## src/rtl/mpic_pkg.sv

```systemverilog
// Shared constants, types and helpers of the multiprocessor interrupt
// controller. Assumes 16 levels (0 unused) and a 12-bit byte address space.
package mpic_pkg;
    localparam int LVL_N  = 16;
    localparam int LVL_W  = $clog2(LVL_N);
    localparam int ADDR_W = 12;
    localparam int DATA_W = 32;

    typedef logic [LVL_N-1:0] lvl_vec_t;

    // Levels that can actually request; level 0 is never usable.
    localparam lvl_vec_t LVL_USABLE = {{(LVL_N-1){1'b1}}, 1'b0};

    localparam logic [ADDR_W-1:0] OFS_PEND       = 12'h204;
    localparam logic [ADDR_W-1:0] OFS_FORCE0     = 12'h208;
    localparam logic [ADDR_W-1:0] OFS_CLEAR      = 12'h20C;
    localparam logic [ADDR_W-1:0] OFS_STATUS     = 12'h210;
    localparam logic [ADDR_W-1:0] OFS_BCAST      = 12'h214;
    localparam logic [ADDR_W-1:0] OFS_MASK_BASE  = 12'h240;
    localparam logic [ADDR_W-1:0] OFS_FORCE_BASE = 12'h280;

    // One-hot vector for a level number, with level 0 removed.
    function automatic lvl_vec_t lvl_decode(input logic [LVL_W-1:0] lvl);
        lvl_vec_t v;
        v = '0;
        v[lvl] = 1'b1;
        return v & LVL_USABLE;
    endfunction
endpackage

```

## src/rtl/mpic_prio_enc.sv

```systemverilog
// Priority encoder: returns the index of the highest set bit of the
// request vector, or 0 when no bit is set. Bit 0 is not considered.
module mpic_prio_enc
    import mpic_pkg::*;
(
    input  lvl_vec_t         req,
    output logic [LVL_W-1:0] lvl
);
    // Scan upward so that the last hit is the highest level.
    always_comb begin
        lvl = '0;
        for (int i = 1; i < LVL_N; i++) begin
            if (req[i]) lvl = LVL_W'(i);
        end
    end
endmodule

```

## src/rtl/mpic_pending.sv

```systemverilog
// Shared pending register. The order inside one cycle is: register write,
// then clears (clear register and acknowledges), then new raises. A raise
// therefore wins over a clear of the same level in the same cycle.
module mpic_pending
    import mpic_pkg::*;
(
    input  logic     clk,
    input  logic     rst_n,
    input  logic     wr_en,
    input  lvl_vec_t wr_val,
    input  lvl_vec_t clr_bits,
    input  lvl_vec_t set_bits,
    output lvl_vec_t pend_q
);
    // Update the pending register each cycle.
    always_ff @(posedge clk) begin
        if (!rst_n) pend_q <= '0;
        else        pend_q <= (((wr_en ? wr_val : pend_q) & ~clr_bits) | set_bits) & LVL_USABLE;
    end
endmodule

```

## src/rtl/mpic_cpu_slice.sv

```systemverilog
// Per-processor state: mask, force register and the registered request
// level. The slice also works out whether this processor's acknowledge
// has to clear the shared pending bit (only when its force bit is clear).
module mpic_cpu_slice
    import mpic_pkg::*;
(
    input  logic             clk,
    input  logic             rst_n,
    input  logic             mask_wr,
    input  logic             force_wr,
    input  lvl_vec_t         wr_val,
    input  lvl_vec_t         pend_q,
    input  lvl_vec_t         raise_bcast,
    input  logic             ack_valid,
    input  logic [LVL_W-1:0] ack_level,
    output lvl_vec_t         mask_q,
    output lvl_vec_t         force_q,
    output lvl_vec_t         pend_clr,
    output logic [LVL_W-1:0] irl_q
);
    lvl_vec_t         ack_vec;
    lvl_vec_t         force_hit;
    lvl_vec_t         eff;
    logic [LVL_W-1:0] irl_nxt;

    // Split the acknowledge between the force and the pending register.
    always_comb begin
        ack_vec   = ack_valid ? lvl_decode(ack_level) : '0;
        force_hit = ack_vec & force_q;
        pend_clr  = ack_vec & ~force_q;
        eff       = (pend_q | force_q) & mask_q & LVL_USABLE;
    end

    mpic_prio_enc prio_i (.req(eff), .lvl(irl_nxt));

    // Mask register, written only from the register port.
    always_ff @(posedge clk) begin
        if (!rst_n)       mask_q <= '0;
        else if (mask_wr) mask_q <= wr_val & LVL_USABLE;
    end

    // Force register: write, then acknowledge clear, then broadcast raise.
    always_ff @(posedge clk) begin
        if (!rst_n) force_q <= '0;
        else        force_q <= (((force_wr ? wr_val : force_q) & ~force_hit) | raise_bcast) & LVL_USABLE;
    end

    // Registered request level toward the processor.
    always_ff @(posedge clk) begin
        if (!rst_n) irl_q <= '0;
        else        irl_q <= irl_nxt;
    end
endmodule

```

## src/rtl/mpic_top.sv

```systemverilog
// Multiprocessor interrupt controller top. It decodes the register port,
// routes peripheral pulses to the pending or the force registers, and keeps
// the power-down flags. Assumes NUM_CPU <= 16 (status bits 31:28).
module mpic_top
    import mpic_pkg::*;
#(
    parameter int NUM_CPU = 4
) (
    input  logic                     clk,
    input  logic                     rst_n,
    input  logic                     reg_sel,
    input  logic                     reg_en,
    input  logic                     reg_write,
    input  logic [ADDR_W-1:0]        reg_addr,
    input  logic [DATA_W-1:0]        reg_wdata,
    output logic [DATA_W-1:0]        reg_rdata,
    input  logic [LVL_N-1:0]         irq_pulse,
    input  logic [NUM_CPU-1:0]       ack_valid,
    input  logic [NUM_CPU*LVL_W-1:0] ack_level,
    input  logic [NUM_CPU-1:0]       pwd_enter,
    output logic [NUM_CPU*LVL_W-1:0] irl
);
    localparam logic [3:0] CPU_CNT_M1 = 4'(NUM_CPU - 1);

    logic                    wr_go;
    lvl_vec_t                wr_val;
    lvl_vec_t                raise;
    lvl_vec_t                bcast_q;
    lvl_vec_t                pend_q;
    lvl_vec_t                clr_all;
    logic [NUM_CPU-1:0]      pwd_q;
    lvl_vec_t [NUM_CPU-1:0]  mask_vec;
    lvl_vec_t [NUM_CPU-1:0]  force_vec;
    lvl_vec_t [NUM_CPU-1:0]  clr_vec;

    // Write strobe and the level-sized part of the write data.
    always_comb begin
        wr_go  = reg_sel & reg_en & reg_write;
        wr_val = reg_wdata[LVL_N-1:0] & LVL_USABLE;
        raise  = irq_pulse & LVL_USABLE;
    end

    // Combine the clear register with every processor's pending clear.
    always_comb begin
        clr_all = (wr_go && reg_addr == OFS_CLEAR) ? wr_val : '0;
        for (int c = 0; c < NUM_CPU; c++) clr_all |= clr_vec[c];
    end

    // Broadcast selection register.
    always_ff @(posedge clk) begin
        if (!rst_n)                              bcast_q <= '0;
        else if (wr_go && reg_addr == OFS_BCAST) bcast_q <= wr_val;
    end

    // Power-down flags: status write clears first, then an entry pulse sets.
    always_ff @(posedge clk) begin
        if (!rst_n) pwd_q <= '0;
        else        pwd_q <= (pwd_q & ~((wr_go && reg_addr == OFS_STATUS) ?
                                        reg_wdata[NUM_CPU-1:0] : '0)) | pwd_enter;
    end

    mpic_pending pend_i (
        .clk      (clk),
        .rst_n    (rst_n),
        .wr_en    (wr_go && reg_addr == OFS_PEND),
        .wr_val   (wr_val),
        .clr_bits (clr_all),
        .set_bits (raise & ~bcast_q),
        .pend_q   (pend_q)
    );

    for (genvar c = 0; c < NUM_CPU; c++) begin : g_cpu
        localparam logic [ADDR_W-1:0] MASK_AD  = OFS_MASK_BASE + ADDR_W'(4 * c);
        localparam logic [ADDR_W-1:0] FORCE_AD = OFS_FORCE_BASE + ADDR_W'(4 * c);
        logic force_sel;

        // Processor 0's force register also answers at the alias offset.
        always_comb force_sel = (reg_addr == FORCE_AD) || (c == 0 && reg_addr == OFS_FORCE0);

        mpic_cpu_slice slice_i (
            .clk         (clk),
            .rst_n       (rst_n),
            .mask_wr     (wr_go && reg_addr == MASK_AD),
            .force_wr    (wr_go && force_sel),
            .wr_val      (wr_val),
            .pend_q      (pend_q),
            .raise_bcast (raise & bcast_q),
            .ack_valid   (ack_valid[c]),
            .ack_level   (ack_level[c*LVL_W +: LVL_W]),
            .mask_q      (mask_vec[c]),
            .force_q     (force_vec[c]),
            .pend_clr    (clr_vec[c]),
            .irl_q       (irl[c*LVL_W +: LVL_W])
        );
    end

    // Read multiplexer; unmapped offsets return zero.
    always_comb begin
        reg_rdata = '0;
        if (reg_sel && !reg_write) begin
            case (reg_addr)
                OFS_PEND:   reg_rdata[LVL_N-1:0] = pend_q;
                OFS_FORCE0: reg_rdata[LVL_N-1:0] = force_vec[0];
                OFS_BCAST:  reg_rdata[LVL_N-1:0] = bcast_q;
                OFS_STATUS: begin
                    reg_rdata[DATA_W-1 -: 4] = CPU_CNT_M1;
                    reg_rdata[NUM_CPU-1:0]   = pwd_q;
                end
                default: ;
            endcase
            for (int c = 0; c < NUM_CPU; c++) begin
                if (reg_addr == OFS_MASK_BASE + ADDR_W'(4 * c))
                    reg_rdata[LVL_N-1:0] = mask_vec[c];
                if (reg_addr == OFS_FORCE_BASE + ADDR_W'(4 * c))
                    reg_rdata[LVL_N-1:0] = force_vec[c];
            end
        end
    end
endmodule

```

## config.mk

```make
export PLATFORM = sky130hd
export DESIGN_NAME = mpic_top
export DESIGN_NICKNAME = d
export VERILOG_FILES = /design/src/rtl/mpic_pkg.sv /design/src/rtl/mpic_prio_enc.sv /design/src/rtl/mpic_pending.sv /design/src/rtl/mpic_cpu_slice.sv /design/src/rtl/mpic_top.sv
export SDC_FILE = /design/constraint.sdc
export NUM_CORES = 1
export LEC_CHECK = 0
export ABC_AREA = 1
export BUFFER_PORTS_ARGS = -buffer_cell sky130_fd_sc_hd__buf_2
export CAP_MARGIN = 20
export CORE_MARGIN = 1
export CORE_UTILIZATION = 45
export DETAILED_ROUTE_END_ITERATION = 6
export HOLD_SLACK_MARGIN = 0.05
export PLACE_DENSITY = 0.63
export SLEW_MARGIN = 20
export SYNTH_ARGS = -nofsm -noshare
export SYNTH_HDL_FRONTEND = slang
export SYNTH_HIERARCHICAL = 1
export SYNTH_SLANG_ARGS = --single-unit
```

## constraint.sdc

```tcl
create_clock -name clk -period 5.1 [get_ports clk]
set_clock_uncertainty 0.2 [all_clocks]
set_input_delay 0.255 -clock clk [delete_from_list [all_inputs] [get_ports clk]]
set_output_delay 0.255 -clock clk [all_outputs]
set_load 0.005 [all_outputs]
```

## Word level (Yosys, flattened, before mapping)

Index checks and enable logic that the tools add are counted.

- Word-level logic and storage cells: 199
- Register bits after elaboration: 175
- Output and inout port bits: 48

- Bitwise operators: 47
- Equality and inequality tests: 13
- Muxes and demuxes: 92
- Magnitude comparators: 8
- Reduce and logical (&&, ||, !) cells: 19

Operators by type and width:

| operator | number |
|---|---|
| 16-bit bitwise AND | 19 |
| 16-bit two-way mux | 19 |
| 4-bit two-way mux | 58 |
| 16-bit bitwise OR | 13 |
| 16-bit inverter | 10 |
| 12-bit by 10-bit == test with 1-bit output (second input constant) | 13 |
| 12-bit one-hot mux with 3 select lines | 1 |
| 4-bit by 5-bit less-than comparator with 1-bit output (second input constant) | 4 |
| 1-bit logical AND | 17 |
| 1-bit demux with 4-bit select | 4 |
| 4-bit by 1-bit greater-or-equal comparator with 1-bit output (second input constant) | 4 |
| 4-bit one-hot mux with 4 select lines | 1 |
| 1-bit two-way mux | 8 |
| 4-bit bitwise AND | 1 |
| 4-bit inverter | 1 |
| 4-bit bitwise OR | 1 |
| 1-bit bitwise AND | 2 |
| 2-bit two-way mux | 1 |
| 1-bit logical NOT | 1 |
| 1-bit logical OR | 1 |

## Depth between registers and ports, before layout

- Depth after elaboration: 17
- Depth in mapped cells: 18
- Depth with buffers taken out: 18

## By module

Netlist, hierarchy kept.

Modules (own cells, without submodules):

| module | cells each | instances | area each (um^2) |
|---|---|---|---|
| mpic_cpu_slice | 251 | 4 | 1720.4 |
| mpic_top | 633 | 1 | 3158.0 |
| mpic_pending | 143 | 1 | 964.7 |
| mpic_prio_enc | 41 | 4 | 167.7 |

## Worst setup path after synthesis

No wires, ideal clock.

- Kind: input -> register
- From: input reg_addr[4]
- To: register g_cpu[2].slice_i.mask_q[12]
- Arrival time: 1.812 ns
- Setup slack: 2.972 ns
- Path buffers: 2
- Data required time: 4.784 ns
- Stages: 12
- Cell sequence: inv_1 > nand2_1 > nor3_4 > inv_2 > nor2_8 > inv_2 > clkbuf_1 > nor2_1 > inv_1 > buf_2 > nor2_1 > nor2_1

- Cells in the longest elaborated chain, start to end: 2

RTL lines:

| element | line | RTL |
|---|---|---|
| from (decl) | mpic_top.sv:14 | `input logic [ADDR_W-1:0] reg_addr,` |
| 12-bit by 10-bit == test with 1-bit output | mpic_top.sv:83 | `.mask_wr (wr_go && reg_addr == MASK_AD),` |
| 1-bit logical AND | mpic_top.sv:83 |  |
| to (signal assigned) | mpic_cpu_slice.sv:39 | `else if (mask_wr) mask_q <= wr_val & LVL_USABLE;` |
| to (decl) | mpic_cpu_slice.sv:16 | `output lvl_vec_t mask_q,` |

No other way between the ends.
A chain may end at the register's enable or synchronous reset.

## Worst setup path in the final report

- From: input reg_addr[8]
- To: output reg_rdata[14]

- Cells in the longest elaborated chain, start to end: 11
- Elaborated cells between the ends (all ways): 21
- Classes of those cells: 11 x eq/ne; 10 x mux

RTL lines:

| element | line | RTL |
|---|---|---|
| 12-bit by 10-bit == test with 1-bit output | mpic_top.sv:101 | `case (reg_addr)` |
| 12-bit one-hot mux with 3 select lines | mpic_top.sv:101 |  |
| 16-bit two-way mux | mpic_top.sv:112 | `if (reg_addr == OFS_MASK_BASE + ADDR_W'(4 * c))` |
| 16-bit two-way mux | mpic_top.sv:114 | `if (reg_addr == OFS_FORCE_BASE + ADDR_W'(4 * c))` |
| 16-bit two-way mux | mpic_top.sv:112 |  |
| 16-bit two-way mux | mpic_top.sv:114 |  |
| 16-bit two-way mux | mpic_top.sv:112 |  |
| 16-bit two-way mux | mpic_top.sv:114 |  |
| 16-bit two-way mux | mpic_top.sv:112 |  |
| 16-bit two-way mux * | mpic_top.sv:114 |  |
| 16-bit two-way mux * | mpic_top.sv:100 | `if (reg_sel && !reg_write) begin` |
| to (decl) | mpic_top.sv:16 | `output logic [DATA_W-1:0] reg_rdata,` |

Every way passes the cells marked *; elsewhere a longest branch is shown, timed or not.

==> results by group <==
Floorplan
  • FP Rows: 58
  • Die width: roughly 160 um
  • Chip Height: between 150 and 200 um
  • Ports: 137
  • Core Region: 25300 um2
  • Die area: 26500 um2
  • Initial Util: 46.1%

Worst setup path
  • Crit-path slowest cell: nor2_2
  • CP dominant cell by count: nand2_1
  • Worst Reg-to-Reg Cells: 18
  • Crit path DAT: 2.99 ns
  • FF-to-FF Start: pend_i/pend_q[2]$_SDFF_PN0_
  • Critical Path RT: 4.64 ns
  • R2R setup slack: just under 3 ns
  • Crit-path max cell delay: 0.55 ns
  • Crit path capture type: output port
  • Critical path, cell by cell: buf_2 > nor2_1 > nand3_1 > nor2_2 > nand2_1 > nand2_2 > a21oi_1 > nand2_1 > nand2_1 > nand2_1 > nand2_1 > nand2_1 > nand2_1 > nand2_1 > nand2_1 > a21oi_1 > buf_2
  • R2R Path End: g_cpu[1].slice_i/irl_q[0]$_SDFF_PN0_
  • Worst setup SP type: primary input
  • CP Max Fanout: 16
  • WS Path Type: primary input to output port

Timing
  • Worst-Margin Slew: 1.03 ns
  • Fin. Hold Viols: 0
  • Final worst slack: roughly 1.7 ns
  • Fin Setup TNS: 0 ns
  • RSZ-0062 raised after global routing: false
  • Setup violators final: 0
  • Fmax achieved: 290 MHz
  • Tcrit/Tclk final: 67.5%
  • Worst hold slack: 0.0528 ns
  • Pins Over Slew Limit: 0
  • Final Critical Period: 3.44 ns
  • Max_slew headroom: 30.8%

Placement
  • Worst slack at placement: 1.80 ns
  • RePlAce Congestion: about 1.0
  • Buffers on Ports: 105
  • HPWL after DPL: 36700 um

Clocking
  • CTS tree: done
  • Worst-Skew Late Latency: 0.44 ns
  • H-tree levels: 4
  • Clock tree buffer depth: 2
  • Clock transition at path regs: approximately 0.080 ns
  • CTS Root Cell: clkbuf_16
  • TritonCTS Buffers: 17
  • Clock sink total: 170
  • Post-CTS setup buffers: 0

Route
  • Post-DRT Antenna Nets: 0
  • Via Count: roughly 13k
  • Average routed wire per standard cell: 22.0 um
  • WL final: 52200 um
  • Starting DRT DRC Count: 1635
  • DRC viols: 0
  • DR vias/cell: 5.49
  • Drt pass-1 iters: 6

Finish
  • Fillers: 2635
  • N_diodes: 0
  • Area growth syn-to-layout: 12.3%
  • NumNets Final: 2117
  • Fin util: around half
  • Share of layout cells above drive strength 1: between 10 and 15%

Logic synthesis
  • Warnings, synthesis: 6
  • Mapped Cells: around 1.9k
  • Mapped cell area: between 10000 and 15000 um2
  • Syn_area_per_cell: 6.00 um2

Power
  • VDD IR-drop max: approximately 190 uV
  • Static Leak: 0.00610 uW
  • Total power: 3070 uW
  • Power Density: 235 nW/um2

Global routing
  • Vias in the first global route: 11.5k
  • Largest net degree at the start of global routing: 61
  • Overflow after GRT: 0
  • All-Layer GR Usage: 39.5%
  • Initial antenna violation count: 0
  • First-pass GRT wire length: about 74000 um

Run
  • Max-cap violations: 0

Hold path
  • WHS Endpoint: g_cpu[3].slice_i/force_q[13]$_SDFF_PN0_
  • Hold_sp: ack_level[13]
  • Hold depth: 5
  • Min-delay worst type: primary input to register

Outcome
  • Status: finished, final reports clean
==> worst max-delay path by stage <==
stage / start / endpoint / slack (ns) / cells after the start
6_report: reg_addr[8] / reg_rdata[14] / 1.66 / 17
4_1_cts: reg_addr[8] / reg_rdata[1] / 1.79 / 15
3_3_place_gp: reg_addr[8] / reg_rdata[1] / 1.82 / 15
5_1_grt: reg_addr[10] / reg_rdata[14] / 1.43 / 17
2_1_floorplan: reg_addr[4] / g_cpu[2].slice_i/mask_q[12]$_SDFFE_PN0P_ / 2.97 / 12
3_5_place_dp: reg_addr[8] / reg_rdata[1] / 1.80 / 15
==> sequential cells by signal (all words and copies together), names as in the netlist <==
signal and count:
g_cpu.slice_i/mask_q 60, bcast_q 15, g_cpu.slice_i/force_q 60, g_cpu.slice_i/irl_q 16
pwd_q 4, pend_i/pend_q 15
==> power by group <==
| group | internal [uW] | switching, uW | total (uW) |
|---|---|---|---|
| registers | 1340 | 49.1 | 1390 |
| logic | 75.6 | 202 | 278 |
| clock network | 764 | 643 | 1410 |
| total | 2180 | 894 | 3070 |
==> area by class of cell <==
cell class,instances,area (um2),share of cell area (%)
sequential,170,3400,26.0
inverter,365,1370,10.5
timing repair buffer,143,871,6.66
multi-input combinational,1331,6410,49.0
clock buffer,19,453,3.46
tap,330,413,3.16
clock inverter,12,153,1.17
==> cells in the final DEF (no fill, tap or decap), types with 11 or more instances in the layout <==
cell type,n
dlygate4sd3_1,24
inv_2,31
dfxtp_1,170
a21oi_1,115
o21a_1,60
nand2_2,11
nand2_1,386
nor3_1,46
conb_1,23
inv_1,333
buf_2,105
buf_4,14
nand4_1,22
o21ai_0,181
nor2_4,19
nor4_1,39
nor2_1,252
clkbuf_16,17
or2_2,12
nand3_1,119
==> through the flow <==
step,std cells,cell area (um2)
CTS,2370,13100
finish,2370,13100
floorplan,1956,11700
global placement,2315,12200
global route,2370,13100
detailed placement,2315,12200
==> metal layers <==
metal	share of wire, %	vias to the layer above	GRT usage, %
met4	6.4	0	23.3
met1	41	5951	51.4
li1	-	6247	-
met3	10	148	9.17
met2	42	677	59.3
met5	0	-	0
==> critical path: cells and delay by family <==
family,cells,cell delay (ns)
AOI/OAI and AO/OA,2,0.31
buffers and inverters,2,0.24
and+or+nand+nor,13,2.19
==> repair_timing <==
item	4_1_cts	5_1_grt
endpoints found under the hold margin	29	0
hold buffers	24	0
gates resized for setup	0	0
No activity file was read; power rests on OpenSTA's default activity.
